### config.mk
export PLATFORM = sky130hd
export DESIGN_NAME = iram_unit
export DESIGN_NICKNAME = d
export VERILOG_FILES = /design/src/rtl/iram_unit.sv
export SDC_FILE = /design/constraint.sdc
export NUM_CORES = 2
export LEC_CHECK = 0
export CAP_MARGIN = 25
export CORE_UTILIZATION = 25
export DETAILED_ROUTE_END_ITERATION = 7
export PLACE_DENSITY_LB_ADDON = 0.08
export SYNTH_ARGS = -nofsm -noshare
export SYNTH_HDL_FRONTEND = slang
export SYNTH_SLANG_ARGS = --single-unit
### constraint.sdc
create_clock -name clk -period 5.4 [get_ports clk]
set_input_delay 0.54 -clock clk [delete_from_list [all_inputs] [get_ports clk]]
set_output_delay 0.54 -clock clk [all_outputs]
set_load 0.05 [all_outputs]
### src/rtl/iram_unit.sv
module iram_unit #(
  parameter int RAM_BYTES = 256
) (
  input  logic       clk,
  input  logic       rst_n,
  input  logic [7:0] status,
  input  logic       rd_en,
  input  logic [1:0] rd_mode,
  input  logic [7:0] rd_sel,
  output logic [7:0] rd_data,
  input  logic       wr_en,
  input  logic [1:0] wr_mode,
  input  logic [7:0] wr_sel,
  input  logic [7:0] wr_data,
  output logic [7:0] sfr_raddr,
  output logic       sfr_re,
  input  logic [7:0] sfr_rdata,
  input  logic       sfr_rhit,
  output logic [7:0] sfr_waddr,
  output logic       sfr_we,
  output logic [7:0] sfr_wdata,
  input  logic       sfr_whit
);
  localparam int AW = (RAM_BYTES > 128) ? 8 : 7;
  localparam logic HAS_UPPER = (RAM_BYTES > 128);
  localparam logic [1:0] M_REG = 2'd0, M_DIR = 2'd1, M_IND = 2'd2;

  logic [7:0] mem [RAM_BYTES];
  logic [1:0] bank;
  logic [7:0] r_ptr, w_ptr, r_addr, w_addr;
  logic       r_ram, w_ram, r_sfr;

  assign bank  = status[4:3];
  assign r_ptr = mem[AW'({3'b000, bank, 2'b00, rd_sel[0]})];
  assign w_ptr = mem[AW'({3'b000, bank, 2'b00, wr_sel[0]})];

  function automatic logic [7:0] resolve(input logic [1:0] m, input logic [7:0] s,
                                         input logic [7:0] p, input logic [1:0] b);
    case (m)
      M_REG:   resolve = {3'b000, b, s[2:0]};
      M_IND:   resolve = p;
      default: resolve = s;
    endcase
  endfunction

  function automatic logic hits_ram(input logic [1:0] m, input logic [7:0] a);
    hits_ram = (m == M_REG) || (m == M_DIR && !a[7]) || (m == M_IND && (HAS_UPPER || !a[7]));
  endfunction

  assign r_addr = resolve(rd_mode, rd_sel, r_ptr, bank);
  assign w_addr = resolve(wr_mode, wr_sel, w_ptr, bank);
  assign r_ram  = rd_en && hits_ram(rd_mode, r_addr);
  assign w_ram  = wr_en && hits_ram(wr_mode, w_addr);
  assign r_sfr  = rd_en && rd_mode == M_DIR && rd_sel[7];

  assign sfr_raddr = rd_sel;
  assign sfr_re    = r_sfr;
  assign sfr_waddr = wr_sel;
  assign sfr_wdata = wr_data;
  assign sfr_we    = wr_en && wr_mode == M_DIR && wr_sel[7] && sfr_whit;

  always_ff @(posedge clk) begin
    if (!rst_n) begin
      rd_data <= '0;
      for (int i = 0; i < RAM_BYTES; i++) mem[i] <= '0;
    end else begin
      if (w_ram) mem[w_addr[AW-1:0]] <= wr_data;
      if (rd_en) begin
        if (r_sfr)
          rd_data <= sfr_rhit ? sfr_rdata : 8'h00;
        else if (r_ram)
          rd_data <= (w_ram && w_addr == r_addr) ? wr_data : mem[r_addr[AW-1:0]];
        else
          rd_data <= 8'h00;
      end
    end
  end
endmodule

==> flow_metrics.env <==
export IMPL_cts_setup_buffers=0
export IMPL_synth_edf_count=2048
export IMPL_antenna_left=0
export IMPL_path_depth=12
export IMPL_hold_viol=0
export IMPL_ir_drop_uv=290.2
export IMPL_via_per_inst=5.121
export IMPL_gr_usage_all_layers_pct=21.76
export IMPL_cts_sinks=2056
export IMPL_cp_start_kind="flip-flop"
export IMPL_ys_seq_elements=2056
export IMPL_status="completed"
export IMPL_maxCapViolCount=0
export IMPL_timing_rr_start="mem[9][3]"
export IMPL_synth_adder_area_share_pct=0
export IMPL_max_freq_mhz=209.2
export IMPL_die_h_um=631.8
export IMPL_layout_common_cells="2,048 x edfxtp_1, 1,724 x and3_1, 1,161 x nand2_1"
export IMPL_cp_num_buf_inv=2
export IMPL_post_route_cell_area_sq_mm=0.1171
export IMPL_cp_slowest_cell="mux4_1"
export IMPL_setup_worst_path_start="mem[9][3]"
export IMPL_hpwl_mm=293.0
export IMPL_wire_per_inst_um=33.26
export IMPL_syn_area_sq_mm=0.09916
export IMPL_path_clk_slew_ps=60
export IMPL_synth_compound_area_share_pct=3.851
export IMPL_rsz0062_at_grt="false"
export IMPL_period_needed_ps=4781
export IMPL_seq_area_frac_synth_pct=62.18
export IMPL_tritoncts_num_buffers=264
export IMPL_n_fill_cell=39770
export IMPL_antenna_found_initial=42
export IMPL_coreArea_sq_mm=0.3937
export IMPL_setup_viol=0
export IMPL_hold_slack_ps=134.0
export IMPL_worstPathRequired_ps=6180
export IMPL_syn_instance_count=7902
export IMPL_final_common_cell="edfxtp_1"
export IMPL_numPortBuffers=77
export IMPL_grt_overflow_total=0
export IMPL_crit_path_frequent_cell="buf_4"
export IMPL_ctsResizeCount=0
export IMPL_routabilityCongestion=0.8601
export IMPL_fin_cells=13390
export IMPL_hold_buffers=0
export IMPL_ys_flop_type="edfxtp_1"
export IMPL_endpoint_kind="flip-flop"
export IMPL_drive_above_1_share_pct=16.98
export IMPL_synth_xor_area_share_pct=0.06183
export IMPL_io_pins=84
export IMPL_critPathKind="reg -> reg"
export IMPL_grt_first_pass_wirelength_mm=606.2
export IMPL_async_flop_share_pct=0
export IMPL_start_util_pct=25.19
export IMPL_worstSetupEndpoint="rd_data[6]"
export IMPL_worstPathArrival_ps=5560
export IMPL_maxSlewHeadroom_pct=28.75
export IMPL_utilization_pct=29.75
export IMPL_rrSetupSlack_ps=620
export IMPL_area_growth_pct=18.10
export IMPL_synth_top_family_by_area="simple AND/OR/NAND/NOR gates"
export IMPL_drc_errors=0
export IMPL_ff2ff_path_depth=12
export IMPL_worstSkewPairLatency_ps=950
export IMPL_row_count=230
export IMPL_cts_tree="built"
export IMPL_clock_skew_final_ps=88.91
export IMPL_worst_pin_slew_ps=1069
export IMPL_die_w_um=631.8
export IMPL_clk_path_buf_depth=4
export IMPL_min_period_over_period_pct=88.53
export IMPL_synth_area_per_cell_sq_um=12.55
export IMPL_num_nets_final=7998
export IMPL_timing_rr_end="rd_data[6]"
export IMPL_grt_max_degree=137
export IMPL_tns_ps=0
export IMPL_syn_num_nets=7952
export IMPL_worstPathCellList="mux4_1 -> nor2_1 -> or3_2 -> buf_4 -> nor2_2 -> buf_4 -> a2111o_1 -> a31o_2 -> o221ai_1 -> a31oi_1 -> and4_1 -> o311a_1"
export IMPL_ys_types=89
export IMPL_dp_cells=12900
export IMPL_grt_pass1_vias=67450
export IMPL_power_leakage_nw=47.61
export IMPL_cp_max_fo=9
export IMPL_path_delay_family="compound AO/OA/AOI/OAI gates"
export IMPL_routed_wirelength_mm=445.2
export IMPL_root_buffer="clkbuf_16"
export IMPL_yosys_area_share_simple_pct=20.42
export IMPL_drt_iter0_markers=7007
export IMPL_htree_levels=5
export IMPL_cpPeakStageDelay_ps=610
export IMPL_yosys_warnings=0
export IMPL_slew_viol_final=0
export IMPL_placed_area_sq_mm=0.1091
export IMPL_min_path_type="in -> reg"
export IMPL_drtPass1Iterations=7
export IMPL_synthMuxAreaShare_pct=8.982
export IMPL_power_density_mw_per_mm2=342.4
export IMPL_vias=68540
export IMPL_dieArea_sq_mm=0.3992
==> cell usage after synthesis, types with 59 or more instances <==
cell / instances / area (sq um)
a21oi_1: 100 / 500.5
a32oi_1: 59 / 516.8
and2_1: 344 / 2152
and3_1: 1724 / 10790
buf_2: 113 / 565.5
buf_4: 59 / 442.9
clkbuf_1: 711 / 2669
edfxtp_1: 2048 / 61500
mux2i_1: 167 / 1672
mux4_2: 266 / 5991
nand2_1: 1161 / 4358
nand3_1: 286 / 1431
nor2_1: 142 / 533.0
o21ai_0: 95 / 475.5
o22ai_1: 60 / 375.4
==> worst min-delay path by stage <==
stage | start | depth (start not counted) | slack (ps) | end
finish | rst_n | 3 | 130 | rd_data[0]
global route | rst_n | 3 | 80 | rd_data[0]
CTS | rst_n | 3 | 10 | rd_data[0]
detailed placement | rd_data[7] | 2 | 800 | rd_data[7]
global placement | rd_data[7] | 2 | 810 | rd_data[7]
floorplan | sfr_rdata[7] | 2 | 730 | rd_data[7]
==> registers in the layout (all words and copies together) (netlist names) <==
signal / flops
mem: 2048
rd_data: 8
==> through the flow <==
step	power, mW	setup WS, ps
floorplan	20.74	1306
global placement	23.50	-146.3
detailed placement	23.51	-183.2
CTS	40.55	668.1
global route	41.19	534.0
finish	40.10	619.3
==> tightest hold or removal path: stages <==
cell and delay [ps]:
buf_8 140, nand2_1 160, a41oi_1 40
==> kinds of logic (layout without fill, tap and decap cells) <==
group,Yosys count,after routing
xor+xnor,7,7
simple gates,3810,3810
buf+inv,973,1216
flops,2056,2056
mux,498,498
other cells,0,21
compound gates,558,558
==> where the power goes <==
part	internal, mW	switching (mW)
clock	9.56	7.40
sequential	18.0	0.199
combinational	1.44	3.45
==> metal layers <==
| layer | part of all wire, % | global-route usage [%] |
|---|---|---|
| met4 | 3.8 | 7.526 |
| met5 | 0.0016 | 0 |
| met1 | 45 | 30.37 |
| met2 | 46 | 34.79 |
| met3 | 4.7 | 2.656 |
==> final cells by class <==
cell class,instances,area (sq um),share of cell area (%)
repair buffers,735,7345,6.271
multi-input cells,4873,33500,28.60
clock buffers,337,6987,5.966
inverters,18,67.56,0.05769
flip-flops and latches,2056,61660,52.65
clock inverters,126,978.4,0.8354
diodes,21,52.55,0.04487
well taps,5220,6531,5.577
Power figures use the tool's default switching activity.
